### config.mk
export PLATFORM = sky130hd
export DESIGN_NAME = cpu_seq_ctrl
export DESIGN_NICKNAME = d
export VERILOG_FILES = /design/src/rtl/cpu_seq_pkg.sv /design/src/rtl/cpu_seq_slot_timer.sv /design/src/rtl/cpu_seq_opcode_reg.sv /design/src/rtl/cpu_seq_decode.sv /design/src/rtl/cpu_seq_ctrl.sv
export SDC_FILE = /design/constraint.sdc
export NUM_CORES = 1
export LEC_CHECK = 0
export BUFFER_PORTS_ARGS = -buffer_cell sky130_fd_sc_hd__buf_2
export CORE_MARGIN = 10
export CORE_UTILIZATION = 47
export CTS_BUF_LIST = sky130_fd_sc_hd__clkbuf_8
export DETAILED_ROUTE_END_ITERATION = 10
export PLACE_DENSITY_LB_ADDON = 0.2
export RECOVER_POWER = 25
export SLEW_MARGIN = 0
export SYNTH_ARGS = -nofsm -noshare
export SYNTH_HDL_FRONTEND = slang
export SYNTH_HIERARCHICAL = 1
export SYNTH_SLANG_ARGS = --single-unit
### constraint.sdc
create_clock -name clk -period 2.7 [get_ports clk]
set_clock_uncertainty 0.1 [all_clocks]
set_input_delay 0.81 -clock clk [delete_from_list [all_inputs] [get_ports clk]]
set_output_delay 0.81 -clock clk [all_outputs]
set_load 0.01 [all_outputs]
### src/rtl/cpu_seq_pkg.sv
package cpu_seq_pkg;

  localparam int OP_W = 4;

  typedef enum logic [OP_W-1:0] {
    OP_NOP = 4'd0,
    OP_LDX = 4'd1,
    OP_LDY = 4'd2,
    OP_ADD = 4'd3,
    OP_SUB = 4'd4,
    OP_AND = 4'd5,
    OP_OR  = 4'd6,
    OP_XOR = 4'd7,
    OP_NOT = 4'd8,
    OP_SHL = 4'd9,
    OP_SHR = 4'd10,
    OP_KIN = 4'd11,
    OP_LDG = 4'd12,
    OP_STG = 4'd13,
    OP_JMP = 4'd14,
    OP_HLT = 4'd15
  } opcode_e;

  // bus drivers: at most one may be high
  typedef struct packed {
    logic pc_send;
    logic mbr_send;
    logic g_send;
    logic alu_send;
    logic kb_send;
  } send_t;

  typedef struct packed {
    logic pc_load;
    logic pc_inc;
    logic mar_from_bus;
    logic mar_from_mbr;
    logic ir_load;
    logic mem_read;
    logic mem_write;
    logic x_load;
    logic y_load;
    logic g_load;
    logic skip_exec;
    logic stop_req;
  } ctl_t;

  function automatic logic is_alu_op(opcode_e op);
    return (op >= OP_ADD) && (op <= OP_SHR);
  endfunction

  function automatic logic is_fetch_only(opcode_e op);
    return (op == OP_LDG) || (op == OP_STG) || (op == OP_JMP);
  endfunction

endpackage

### src/rtl/cpu_seq_slot_timer.sv
module cpu_seq_slot_timer #(
  parameter int SLOTS  = 8,
  parameter int SLOT_W = $clog2(SLOTS)
) (
  input  logic              clk,
  input  logic              rst_n,
  input  logic              restart,
  input  logic              halt_req,
  input  logic              stop_op,
  input  logic              skip_exec,
  output logic [SLOT_W-1:0] slot,
  output logic              exec_phase,
  output logic              running
);

  localparam logic [SLOT_W-1:0] LAST = SLOT_W'(SLOTS - 1);

  logic release_pend;

  always_ff @(posedge clk or negedge rst_n) begin
    if (!rst_n) begin
      slot         <= '0;
      exec_phase   <= 1'b0;
      running      <= 1'b1;
      release_pend <= 1'b0;
    end else if (restart) begin
      slot         <= '0;
      exec_phase   <= 1'b0;
      running      <= 1'b0;
      release_pend <= 1'b1;
    end else if (release_pend) begin
      running      <= 1'b1;
      release_pend <= 1'b0;
    end else if (running) begin
      if (halt_req || stop_op) begin
        running <= 1'b0;
      end else if (slot == LAST) begin
        slot       <= '0;
        exec_phase <= !exec_phase && !skip_exec;
      end else begin
        slot <= slot + 1'b1;
      end
    end
  end

  AST_RESTART_PARKS: assert property (@(posedge clk) disable iff (!rst_n)
    restart |=> (!running && slot == '0 && !exec_phase));

  AST_SLOT_STEPS: assert property (@(posedge clk) disable iff (!rst_n)
    (running && !restart && !halt_req && !stop_op && slot != LAST)
      |=> (slot == $past(slot) + 1'b1));

  AST_STOP_FREEZES: assert property (@(posedge clk) disable iff (!rst_n)
    (!running && !restart) |=> ($stable(slot) && $stable(exec_phase)));

  AST_HALT_STOPS: assert property (@(posedge clk) disable iff (!rst_n)
    (running && halt_req && !restart) |=> !running);

endmodule

### src/rtl/cpu_seq_opcode_reg.sv
module cpu_seq_opcode_reg
  import cpu_seq_pkg::*;
(
  input  logic            clk,
  input  logic            rst_n,
  input  logic            load,
  input  logic [OP_W-1:0] d,
  output logic [OP_W-1:0] q
);

  always_ff @(posedge clk or negedge rst_n) begin
    if (!rst_n)    q <= OP_NOP;
    else if (load) q <= d;
  end

  AST_SPLIT_CAPTURE: assert property (@(posedge clk) disable iff (!rst_n)
    load |=> (q == $past(d)));

endmodule

### src/rtl/cpu_seq_decode.sv
module cpu_seq_decode
  import cpu_seq_pkg::*;
#(
  parameter int SLOTS  = 8,
  parameter int SLOT_W = $clog2(SLOTS)
) (
  input  logic              clk,
  input  logic              rst_n,
  input  logic              running,
  input  logic              exec_phase,
  input  logic [SLOT_W-1:0] slot,
  input  logic [OP_W-1:0]   ir,
  output send_t             snd,
  output ctl_t              ctl
);

  localparam logic [SLOT_W-1:0] S_ADDR  = SLOT_W'(0);
  localparam logic [SLOT_W-1:0] S_READ  = SLOT_W'(1);
  localparam logic [SLOT_W-1:0] S_INC   = SLOT_W'(2);
  localparam logic [SLOT_W-1:0] S_SPLIT = SLOT_W'(3);
  localparam logic [SLOT_W-1:0] S_LATE  = SLOT_W'(SLOTS - 2);
  localparam logic [SLOT_W-1:0] S_LAST  = SLOT_W'(SLOTS - 1);

  opcode_e op;
  assign op = opcode_e'(ir);

  always_comb begin
    snd = '0;
    ctl = '0;
    if (running) begin
      if (!exec_phase) begin
        if (slot == S_ADDR) begin
          snd.pc_send      = 1'b1;
          ctl.mar_from_bus = 1'b1;
        end else if (slot == S_READ) begin
          ctl.mem_read = 1'b1;
        end else if (slot == S_INC) begin
          ctl.pc_inc = 1'b1;
        end else if (slot == S_SPLIT) begin
          ctl.ir_load      = 1'b1;
          ctl.mar_from_mbr = 1'b1;
        end else if (slot == S_LATE) begin
          if (op == OP_LDG || op == OP_JMP) begin
            ctl.mem_read = 1'b1;
          end else if (op == OP_STG) begin
            snd.g_send    = 1'b1;
            ctl.mem_write = 1'b1;
          end
        end else if (slot == S_LAST) begin
          if (is_fetch_only(op)) ctl.skip_exec = 1'b1;
          if (op == OP_LDG) begin
            snd.mbr_send = 1'b1;
            ctl.g_load   = 1'b1;
          end else if (op == OP_JMP) begin
            snd.mbr_send = 1'b1;
            ctl.pc_load  = 1'b1;
          end
        end
      end else begin
        if (slot == S_ADDR) begin
          if (op == OP_LDX || op == OP_LDY) begin
            ctl.mem_read = 1'b1;
          end else if (is_alu_op(op)) begin
            snd.alu_send = 1'b1;
            ctl.g_load   = 1'b1;
          end else if (op == OP_KIN) begin
            snd.kb_send = 1'b1;
            ctl.g_load  = 1'b1;
          end else if (op == OP_HLT) begin
            ctl.stop_req = 1'b1;
          end
        end else if (slot == S_READ) begin
          if (op == OP_LDX) begin
            snd.mbr_send = 1'b1;
            ctl.x_load   = 1'b1;
          end else if (op == OP_LDY) begin
            snd.mbr_send = 1'b1;
            ctl.y_load   = 1'b1;
          end
        end
      end
    end
  end

  AST_ONE_BUS_DRIVER: assert property (@(posedge clk) disable iff (!rst_n)
    $onehot0(snd));

  AST_IDLE_WHEN_STOPPED: assert property (@(posedge clk) disable iff (!rst_n)
    (!running) |-> ($countones({snd, ctl}) == 0));

endmodule

### src/rtl/cpu_seq_ctrl.sv
module cpu_seq_ctrl
  import cpu_seq_pkg::*;
#(
  parameter int SLOTS  = 8,
  parameter int SLOT_W = $clog2(SLOTS)
) (
  input  logic              clk,
  input  logic              rst_n,
  input  logic              restart,
  input  logic              halt_req,
  input  logic [OP_W-1:0]   mbr_op,
  output logic              pc_send,
  output logic              mbr_send,
  output logic              g_send,
  output logic              alu_send,
  output logic              kb_send,
  output logic              pc_load,
  output logic              pc_inc,
  output logic              mar_from_bus,
  output logic              mar_from_mbr,
  output logic              ir_load,
  output logic              mem_read,
  output logic              mem_write,
  output logic              x_load,
  output logic              y_load,
  output logic              g_load,
  output logic              skip_exec,
  output logic [OP_W-1:0]   alu_op,
  output logic              exec_phase,
  output logic [SLOT_W-1:0] slot,
  output logic              running
);

  send_t           snd;
  ctl_t            ctl;
  logic [OP_W-1:0] ir_q;

  cpu_seq_slot_timer #(.SLOTS(SLOTS), .SLOT_W(SLOT_W)) u_timer (
    .clk        (clk),
    .rst_n      (rst_n),
    .restart    (restart),
    .halt_req   (halt_req),
    .stop_op    (ctl.stop_req),
    .skip_exec  (ctl.skip_exec),
    .slot       (slot),
    .exec_phase (exec_phase),
    .running    (running)
  );

  cpu_seq_opcode_reg u_ir (
    .clk   (clk),
    .rst_n (rst_n),
    .load  (ctl.ir_load),
    .d     (mbr_op),
    .q     (ir_q)
  );

  cpu_seq_decode #(.SLOTS(SLOTS), .SLOT_W(SLOT_W)) u_decode (
    .clk        (clk),
    .rst_n      (rst_n),
    .running    (running),
    .exec_phase (exec_phase),
    .slot       (slot),
    .ir         (ir_q),
    .snd        (snd),
    .ctl        (ctl)
  );

  assign pc_send      = snd.pc_send;
  assign mbr_send     = snd.mbr_send;
  assign g_send       = snd.g_send;
  assign alu_send     = snd.alu_send;
  assign kb_send      = snd.kb_send;
  assign pc_load      = ctl.pc_load;
  assign pc_inc       = ctl.pc_inc;
  assign mar_from_bus = ctl.mar_from_bus;
  assign mar_from_mbr = ctl.mar_from_mbr;
  assign ir_load      = ctl.ir_load;
  assign mem_read     = ctl.mem_read;
  assign mem_write    = ctl.mem_write;
  assign x_load       = ctl.x_load;
  assign y_load       = ctl.y_load;
  assign g_load       = ctl.g_load;
  assign skip_exec    = ctl.skip_exec;
  assign alu_op       = ir_q;

  AST_OPCODE_HELD_IN_EXEC: assert property (@(posedge clk) disable iff (!rst_n)
    (exec_phase && $past(exec_phase)) |-> $stable(alu_op));

  AST_SKIP_REFETCH: assert property (@(posedge clk) disable iff (!rst_n)
    (skip_exec && !halt_req && !restart)
      |=> (running && !exec_phase && slot == '0));

endmodule

==> results of run 1 <==
through the flow:
step | instances | utilization (%) | setup slack, ns
final | 121 | 67.6 | 0.0953
after global routing | 121 | 67.6 | 0.00762
after CTS | 121 | 67.0 | 0.0401
after detailed placement | 117 | 63.6 | 0.304
after global placement | 117 | 63.6 | 0.359
after floorplan | 73 | - | 0.217
synth_stat cells:
master / number
sky130_fd_sc_hd__a211o_2: 1
sky130_fd_sc_hd__a21oi_1: 4
sky130_fd_sc_hd__a31o_1: 1
sky130_fd_sc_hd__a31oi_1: 1
sky130_fd_sc_hd__and2_1: 1
sky130_fd_sc_hd__buf_4: 3
sky130_fd_sc_hd__clkbuf_1: 1
sky130_fd_sc_hd__dfrtp_1: 9
sky130_fd_sc_hd__dfstp_2: 1
sky130_fd_sc_hd__ha_1: 2
sky130_fd_sc_hd__inv_1: 2
sky130_fd_sc_hd__mux2_2: 4
sky130_fd_sc_hd__mux2i_1: 3
sky130_fd_sc_hd__nand2_1: 5
sky130_fd_sc_hd__nand2_2: 1
sky130_fd_sc_hd__nand2b_1: 4
sky130_fd_sc_hd__nand3_1: 1
sky130_fd_sc_hd__nand4_1: 1
sky130_fd_sc_hd__nor2_1: 8
sky130_fd_sc_hd__nor2b_1: 1
sky130_fd_sc_hd__nor3_1: 9
sky130_fd_sc_hd__nor3b_1: 2
sky130_fd_sc_hd__nor4b_1: 1
sky130_fd_sc_hd__nor4b_4: 1
sky130_fd_sc_hd__o21ai_0: 1
sky130_fd_sc_hd__o41ai_2: 1
sky130_fd_sc_hd__or3_4: 1
sky130_fd_sc_hd__or4_4: 1
sky130_fd_sc_hd__xor2_1: 2
metal layers:
metal  track usage, %  wire [um]  vias to the layer above
met4             5.37         26                        0
met3             6.10        179                        3
met1             11.5        742                      283
met2             15.8        798                       23
met5                0          0                        -
li1                 -          -                      327
power by group:
part	switching, mW	leakage, nW	internal (mW)
registers	0.00426	0.132	0.154
clock network	0.0559	0.0269	0.0992
logic	0.0150	0.302	0.0118
worst max-delay path, delay by kind of cell, from the launching register on:
family | cells | cell delay [ns]
buf+inv | 1 | 0.18
flops | 1 | 0.46
compound gates | 1 | 0.27
simple gates | 2 | 0.53
worst max-delay path by stage:
| stage | start | to | slack [ns] | cells past startpoint |
|---|---|---|---|---|
| final | u_ir/q[3] | g_load | 0.1 | 4 |
| after global routing | u_ir/q[3] | g_load | 0.008 | 4 |
| after CTS | u_timer/slot[2] | kb_send | 0.04 | 4 |
| after global placement | u_timer/slot[2] | kb_send | 0.36 | 4 |
| after detailed placement | u_timer/slot[2] | kb_send | 0.30 | 4 |
| after floorplan | u_timer/running | mar_from_mbr | 0.22 | 3 |
kinds of logic (layout without fill, tap and decap cells):
logic type,after synthesis,in the layout,synth area share [%]
flops,10,10,36.5
fa+ha+maj,2,2,3.64
compound gates,9,9,9.64
buf+inv,6,39,4.91
simple gates,37,37,31.8
mux,7,7,10.9
xor+xnor,2,2,2.55
final cells by class:
type                            instances  area share (%)
Multi-Input combinational cell         57            45.8
Sequential cell                        10            28.0
Timing Repair Buffer                   33            18.3
Clock buffer                            3            4.58
Tap cell                               15            2.08
Inverter                                2           0.832
Clock inverter                          1           0.416
sequential cells by signal, indices dropped and copies added, names as in the netlist:
name	cells
u_timer/exec_phase	1
u_ir/q	4
u_timer/release_pend	1
u_timer/slot	3
u_timer/running	1
==> out/qor.txt, run 1 <==
Instance area at placement: 848 um^2
Relative area change from synthesis to final layout: 31.1%
Count of TritonRoute iterations in the first routing pass: 4
Max rail drop VDD: 0.220 mV
Num Clock Sinks: 10
Maximum fanout count along the critical path: 7
Max-slew violations: 0
H-tree depth: 1
Fraction of final layout cells sized beyond drive strength 1: 45.3%
Setup repair after global routing missed its margin: no
Starting DRT DRC Count: 6
Vias in the first global route: 659
FF-to-FF Start: u_timer/running
Dominant cell type by area after synthesis: sky130_fd_sc_hd__dfrtp_1
Starting density of the core: 51.6%
Weighted congestion reported at the end of routability-driven placement: 0.901
Critical path launch point type: register
Maximum number of pins on one net before global-route repair: 11
Number of nets produced by synthesis: 83
Total wire length: 1750 um
Post-detail-place hpwl: 1410 um
Register-to-Register Path Depth: 6
Post-synthesis sequential area ratio: 36.5%
Number of buffers inserted during clock tree synthesis: 3
Global routing usage summed across all routing layers: 10.5%
Worst EP required: 1.79 ns
Post-detailed-route count of antenna-violating nets: 0
Std-Cell Rows: 13
Overall power consumption: 0.340 mW
Die Area: 3390 um^2
Filler Cells Inserted: 115
Period utilisation layout: 96.5%
First-pass GRT wire length: 2830 um
Post-synthesis register bit count: 10
Transition time at the pin with the least slew margin: 0.528 ns
Setup Crit Path Kind: reg2out
Number of hold-repair buffers added at the cts stage: 0
Buffers added on ports: 32
Standby leakage power: 0.460 nW
Number of vias after detailed routing: 636
Setup slack on the worst flop-to-flop path: 0.77 ns
Root buffer selected by CTS: sky130_fd_sc_hd__clkbuf_8
Most used cells in the layout excluding fill and tap cells: sky130_fd_sc_hd__buf_2, sky130_fd_sc_hd__nor3_1, sky130_fd_sc_hd__nor2_1, sky130_fd_sc_hd__dfrtp_1, sky130_fd_sc_hd__nand2_1
Average vias per placed instance: 5.26
Number of buffers inserted to repair setup after CTS: 0
Worst hold path type: in2async
Hold Worst Slack: 0.421 ns
Final setup violation count: 0
Total standard cell area after synthesis: 688 um^2
DRC violation count after routing: 0
Synthesized instance count: 73
Die Span X: 58.3 um
I/O pin count: 33
Number of antenna diodes: 0
Max-slew headroom: 64.8%
Cell Pwr Density: 377 nW/um^2
Category of the worst setup path capture point: output port
Syn_area_per_cell: 9.43 um^2
Yosys top cell area share: 32.7%
Critical register-to-register path endpoint: u_timer/slot[2]
Clock slew seen by the registers of the worst setup and hold paths: 0.05 ns
Clk Latency, worst-skew pair: 0.24 ns
Critical-path cell list: nand2_2 > or3_4 > o41ai_2 > buf_2
Core region area: 1330 um^2
Most common library cell in the layout ignoring fill and taps: sky130_fd_sc_hd__buf_2
Buffer levels on the longest clock path: 2
Max-cap check violation count: 0
Unique masters post-synth: 29
Slowest CP cell: sky130_fd_sc_hd__dfrtp_1
Antenna violations before repair: 0
Sequential Area: 253 um^2
Final design area excluding fillers: 902 um^2
TritonCTS clock tree: built
Total number of yosys warnings: 6
Status: finished, final reports clean
Synth area leaders: sky130_fd_sc_hd__dfrtp_1, sky130_fd_sc_hd__nor3_1, sky130_fd_sc_hd__mux2_2
Worst path arrival time: 1.69 ns
Multi-input combinational cell area: 413 um^2
Total count of hold-check failures in the final report: 0
CTS-repair resized insts: 0
Fmax: 384 MHz
TNS Setup: 0 ns
Die span in y: 58.3 um
Period minus WS final: 2.60 ns
Net count of the finished layout: 117
Stage delay of the slowest cell on the critical path: 0.46 ns
Wire length per cell after detailed routing: 14.4 um
Aggregate global routing overflow: 0
No activity file was read; power rests on OpenSTA's default activity.
==> run 2: changes to the inputs <==
--- a/config.mk
+++ b/config.mk
@@ -6,10 +6,10 @@
 export NUM_CORES = 1
 export LEC_CHECK = 0
 export BUFFER_PORTS_ARGS = -buffer_cell sky130_fd_sc_hd__buf_2
-export CORE_MARGIN = 10
 export CORE_UTILIZATION = 47
 export CTS_BUF_LIST = sky130_fd_sc_hd__clkbuf_8
 export DETAILED_ROUTE_END_ITERATION = 10
+export GPL_TIMING_DRIVEN = 0
 export PLACE_DENSITY_LB_ADDON = 0.2
 export RECOVER_POWER = 25
 export SLEW_MARGIN = 0
==> run 2 against run 1 <==
Net effect:
- routed wire length fell by 5.1%
- power rose by 12%
- critical path depth rose by 1
- utilization rose by 3.4 points
- register-to-register slack got worse by 0.06 ns
- clock power rose by 25%
- via count rose by 7.7%
- final cell count rose by 1.7%
==> out/qor.txt, run 2 (synthesis gave the netlist of run 1 again) <==
Count of TritonRoute iterations in the first routing pass: 4
Weighted congestion reported at the end of routability-driven placement: 0.722
Buffers added on ports: 32
Std-Cell Rows: 13
Worst EP required: 1.79 ns
Max-slew headroom: 64.6%
Fmax: 382 MHz
Root buffer selected by CTS: sky130_fd_sc_hd__clkbuf_8
Worst path arrival time: 1.71 ns
Capturing instance or port of the critical path: g_send
Filler Cells Inserted: 104
Largest register FFs: 4
Final setup violation count: 0
Crit. Startpoint: u_timer/exec_phase
Post-detailed-route count of antenna-violating nets: 0
Maximum fanout count along the critical path: 6
Critical register-to-register path endpoint: u_timer/slot[0]
Setup slack on the worst flop-to-flop path: 0.71 ns
Die span in y: 40.3 um
Starting density of the core: 51.6%
Max-slew violations: 0
Status: finished, final reports clean
Non-filler instance count after layout: 123
Aggregate global routing overflow: 0
Switching part of the total: 22.3%
Fraction of final layout cells sized beyond drive strength 1: 50.9%
Final design area excluding fillers: 947 um^2
Number of buffers inserted during clock tree synthesis: 3
Setup repair after global routing missed its margin: no
Num Clock Sinks: 10
Wire length per cell after detailed routing: 13.5 um
Worst hold path type: in2async
Cell Pwr Density: 401 nW/um^2
Die Area: 1620 um^2
Number of antenna diodes: 0
Number of vias after detailed routing: 685
Period minus WS final: 2.62 ns
Register ranked first by flip-flop count: u_ir/q
Max-cap check violation count: 0
Category of the worst setup path capture point: output port
Regs by FF count: u_ir/q (4), u_timer/slot (3)
Relative area change from synthesis to final layout: 37.6%
Clk Latency, worst-skew pair: 0.24 ns
Post-detail-place hpwl: 1140 um
Die Span X: 40.3 um
Most used cells in the layout excluding fill and tap cells: sky130_fd_sc_hd__buf_2, sky130_fd_sc_hd__nor2_1, sky130_fd_sc_hd__nor3_1, sky130_fd_sc_hd__dfrtp_1, sky130_fd_sc_hd__nand2_1
# placed instances: 120
Global routing usage summed across all routing layers: 23.1%
Critical path launch point type: register
Internal power: 0.295 mW
Max rail drop VDD: 0.305 mV
Register-to-Register Path Depth: 6
Clock slew seen by the registers of the worst setup and hold paths: 0.05 ns
DRC violation count after routing: 0
TNS Setup: 0 ns
Seq pwr share: 41.6%
H-tree depth: 1
Period utilisation layout: 97.0%
TritonCTS clock tree: built
Instance area at placement: 867 um^2
Standby leakage power: 0.472 nW
Antenna violations before repair: 0
Combinational group share of total power: 7.6%
Setup Crit Path Kind: reg2out
Total wire length: 1660 um
Vias in the first global route: 532
FF-to-FF Start: u_timer/running
I/O pin count: 33
Power spent charging and discharging nets: 0.0848 mW
Maximum number of pins on one net before global-route repair: 11
Core region area: 1330 um^2
Starting DRT DRC Count: 6
First-pass GRT wire length: 2350 um
Net count of the finished layout: 119
Fin util: 71.0%
Buffer levels on the longest clock path: 2
Most common library cell in the layout ignoring fill and taps: sky130_fd_sc_hd__buf_2
Total count of hold-check failures in the final report: 0
Overall power consumption: 0.380 mW
Transition time at the pin with the least slew margin: 0.531 ns
Average vias per placed instance: 5.57
Clock network power share: 50.8%
run 2: cell types whose count changed in the layout (fill, tap and decap cells not counted), sizes merged:
cell / delta
buf: +2
clkbuf: +1
inv: -1
run 2: final cells by class:
type	instances	area (um^2)	area share, %
Tap cell	15	18.8	1.98
Clock buffer	4	55.1	5.81
Buffer	3	22.5	2.38
Timing Repair Buffer	32	158	16.6
Sequential cell	10	254	26.8
Inverter	2	7.51	0.793
Multi-Input combinational cell	57	432	45.6
run 2: repair_timing:
item	4_1_cts	5_1_grt
pin swaps	0	1
hold buffers	0	0
resized for setup	1	7
buffers inserted	0	0
setup endpoints to repair	2	7
run 2: routing by layer:
| layer | share of wire [%] | wire length (um) | vias to the layer above | global-route usage [%] |
|---|---|---|---|---|
| met5 | 0 | 0 | - | 0 |
| met4 | 2.4 | 40 | 0 | 15.0 |
| met3 | 5.4 | 89 | 5 | 8.33 |
| met1 | 44 | 735 | 316 | 28.4 |
| met2 | 48 | 792 | 28 | 33.9 |
| li1 | - | - | 336 | - |
run 2: stage by stage:
stage,hold WS [ns],setup WS (ns)
5_1_grt,0.469,0.0282
3_3_place_gp,0.415,0.129
4_1_cts,0.322,0.0137
3_5_place_dp,0.426,0.134
6_report,0.415,0.0801
2_1_floorplan,0.414,0.217
run 2: power by group through the flow:
| stage | logic (mW) | clock network, mW | registers [mW] |
|---|---|---|---|
| 2_1_floorplan | 0.0134 | 0 | 0.160 |
| 3_3_place_gp | 0.0282 | 0 | 0.160 |
| 3_5_place_dp | 0.0291 | 0 | 0.160 |
| 4_1_cts | 0.0293 | 0.196 | 0.158 |
| 5_1_grt | 0.0329 | 0.204 | 0.158 |
| 6_report | 0.0290 | 0.193 | 0.158 |
run 2: worst min-delay path by stage:
stage          cells past startpoint  slack [ns]         endpoint
6_report                           1        0.41        u_ir/q[0]
5_1_grt                            1        0.47  u_timer/slot[0]
4_1_cts                            1        0.32        u_ir/q[0]
3_5_place_dp                       1        0.43        u_ir/q[0]
3_3_place_gp                       1        0.42        u_ir/q[0]
2_1_floorplan                      0        0.41        u_ir/q[0]
run 2: critical path, stage by stage (launching register included):
cell                       delay [ns]
sky130_fd_sc_hd__dfrtp_2         0.43
sky130_fd_sc_hd__nand2b_2        0.24
sky130_fd_sc_hd__or3_4           0.38
sky130_fd_sc_hd__nor3_2          0.18
sky130_fd_sc_hd__buf_4           0.12
sky130_fd_sc_hd__buf_2           0.11
==> run 3: changes to the inputs <==
--- a/config.mk
+++ b/config.mk
@@ -10,7 +10,7 @@
 export CTS_BUF_LIST = sky130_fd_sc_hd__clkbuf_8
 export DETAILED_ROUTE_END_ITERATION = 10
 export GPL_TIMING_DRIVEN = 0
-export PLACE_DENSITY_LB_ADDON = 0.2
+export PLACE_DENSITY = 0.84
 export RECOVER_POWER = 25
 export SLEW_MARGIN = 0
 export SYNTH_ARGS = -nofsm -noshare
==> run 3 against run 2 <==
Net effect:
- worst hold slack better by 0.011 ns
- sequential cell count unchanged
- global-route usage down 0.76 points
- routed wire length down 8.0%
- critical path depth down 1
- critical endpoint is now g_load
- die area unchanged
- register-to-register slack about the same
- utilization down 0.56 points
- clock power down 22%
- count of clock-buffer cells in the layout down 1
==> out/qor.txt, run 3 (synthesis gave the netlist of run 1 again) <==
Max rail drop VDD: 0.344 mV
Count of TritonRoute iterations in the first routing pass: 3
Filler Cells Inserted: 120
Vias in the first global route: 558
Regs by FF count: u_ir/q (4), u_timer/slot (3)
Status: finished, final reports clean
Average vias per placed instance: 5.31
Fmax: 384 MHz
Number of antenna diodes: 0
Number of vias after detailed routing: 659
Pre-CTS setup slack: 0.121 ns
Weighted congestion reported at the end of routability-driven placement: 0.719
FF-to-FF Start: u_timer/slot[2]
Category of the worst setup path capture point: output port
Wire length per cell after detailed routing: 12.3 um
Max-slew violations: 0
Register-to-Register Path Depth: 6
# placed instances: 120
Fin util: 70.5%
Net count of the finished layout: 120
Aggregate global routing overflow: 0
Root buffer selected by CTS: sky130_fd_sc_hd__clkbuf_8
First-pass GRT wire length: 2330 um
Core region area: 1330 um^2
Starting density of the core: 51.6%
Clock slew seen by the registers of the worst setup and hold paths: 0.05 ns
Die Span X: 40.3 um
Maximum fanout count along the critical path: 6
Worst EP required: 1.79 ns
Number of buffers inserted during clock tree synthesis: 3
I/O pin count: 33
Number of buffers inserted to repair setup after CTS: 0
Setup Crit Path Kind: reg2out
Total count of hold-check failures in the final report: 0
Max-slew headroom: 65.1%
Critical register-to-register path endpoint: u_timer/slot[2]
Register ranked first by flip-flop count: u_ir/q
Most used cells in the layout excluding fill and tap cells: sky130_fd_sc_hd__buf_2, sky130_fd_sc_hd__nor2_1, sky130_fd_sc_hd__dfrtp_1
Worst hold path type: in2async
TritonCTS clock tree: built
Starting DRT DRC Count: 2
Instance area at placement: 867 um^2
DRC violation count after routing: 0
TNS Setup: 0 ns
Final setup violation count: 0
Std-Cell Rows: 13
Largest register FFs: 4
Worst path arrival time: 1.69 ns
Post-detailed-route count of antenna-violating nets: 0
Buffer levels on the longest clock path: 2
Global routing usage summed across all routing layers: 22.4%
Fraction of final layout cells sized beyond drive strength 1: 48.6%
Setup slack on the worst flop-to-flop path: 0.72 ns
Multi-input combinational cell area: 432 um^2
Relative area change from synthesis to final layout: 36.5%
Non-filler instance count after layout: 124
Transition time at the pin with the least slew margin: 0.523 ns
Sequential Area: 253 um^2
Die span in y: 40.3 um
Clk Latency, worst-skew pair: 0.23 ns
Maximum number of pins on one net before global-route repair: 11
Setup repair after global routing missed its margin: no
Max-cap check violation count: 0
H-tree depth: 1
Most common library cell in the layout ignoring fill and taps: sky130_fd_sc_hd__buf_2
Period minus WS final: 2.60 ns
Period utilisation layout: 96.5%
Post-detail-place hpwl: 1170 um
PnR worst setup slack: 0.0954 ns
Standby leakage power: 0.485 nW
Buffers added on ports: 32
Num Clock Sinks: 10
Final design area excluding fillers: 940 um^2
Antenna violations before repair: 0
Total wire length: 1520 um
Critical path launch point type: register
Cell Pwr Density: 359 nW/um^2
Die Area: 1620 um^2
## run 3: cell count changes in the layout (fill, tap and decap cells not counted)
cell	before	now
sky130_fd_sc_hd__clkbuf_8	4	3
sky130_fd_sc_hd__clkbuf_1	2	3
sky130_fd_sc_hd__dfrtp_1	7	8
sky130_fd_sc_hd__inv_1	2	3
sky130_fd_sc_hd__dfrtp_2	2	1
## run 3: area by class of cell
class                   instances  area share, %
clock buffers                   3           4.39
multi-input cells              57           45.9
clock inverters                 1          0.399
flip-flops and latches         10           26.9
plain buffers                   4           2.80
inverters                       2          0.799
well taps                      15           2.00
repair buffers                 32           16.8
## run 3: critical path, stage by stage (launching register included)
cell and delay [ns]:
sky130_fd_sc_hd__dfrtp_1 0.41, sky130_fd_sc_hd__nand2b_2 0.23, sky130_fd_sc_hd__or3_4 0.38, sky130_fd_sc_hd__o41ai_2 0.27, sky130_fd_sc_hd__buf_2 0.17
## run 3: power breakdown
group,internal (mW),switching (mW),leakage (nW),total (mW)
clock,0.0989,0.0521,0.0269,0.151
combinational,0.0130,0.0161,0.326,0.0291
sequential,0.154,0.00391,0.132,0.158
## run 3: what timing repair did
item,CTS,global route
endpoints found under the setup margin,3,3
gates resized for setup,2,5
cloned,0,0
hold buffers,0,0
## run 3: worst max-delay path by stage
stage | start | endpoint | slack, ns | cells after the start
after floorplan | u_timer/running | mar_from_mbr | 0.22 | 3
after global placement | u_timer/running | mar_from_mbr | 0.12 | 4
after detailed placement | u_timer/running | mar_from_mbr | 0.12 | 4
after CTS | u_timer/slot[2] | skip_exec | 0.04 | 4
after global routing | u_timer/running | mar_from_mbr | 0.003 | 4
final | u_timer/exec_phase | g_load | 0.1 | 4
## run 3: layer usage
layer,share of wire [%],up-vias,global-route usage (%)
met3,3.3,0,5.00
met1,45,308,27.5
met5,0,-,0
li1,-,335,-
met2,51,16,35.9
met4,0,0,12.5
## run 3: through the flow
| stage | hold slack (ns) | power [mW] |
|---|---|---|
| after floorplan | 0.414 | 0.174 |
| after global placement | 0.412 | 0.188 |
| after detailed placement | 0.432 | 0.189 |
| after CTS | 0.329 | 0.343 |
| after global routing | 0.462 | 0.359 |
| final | 0.426 | 0.338 |
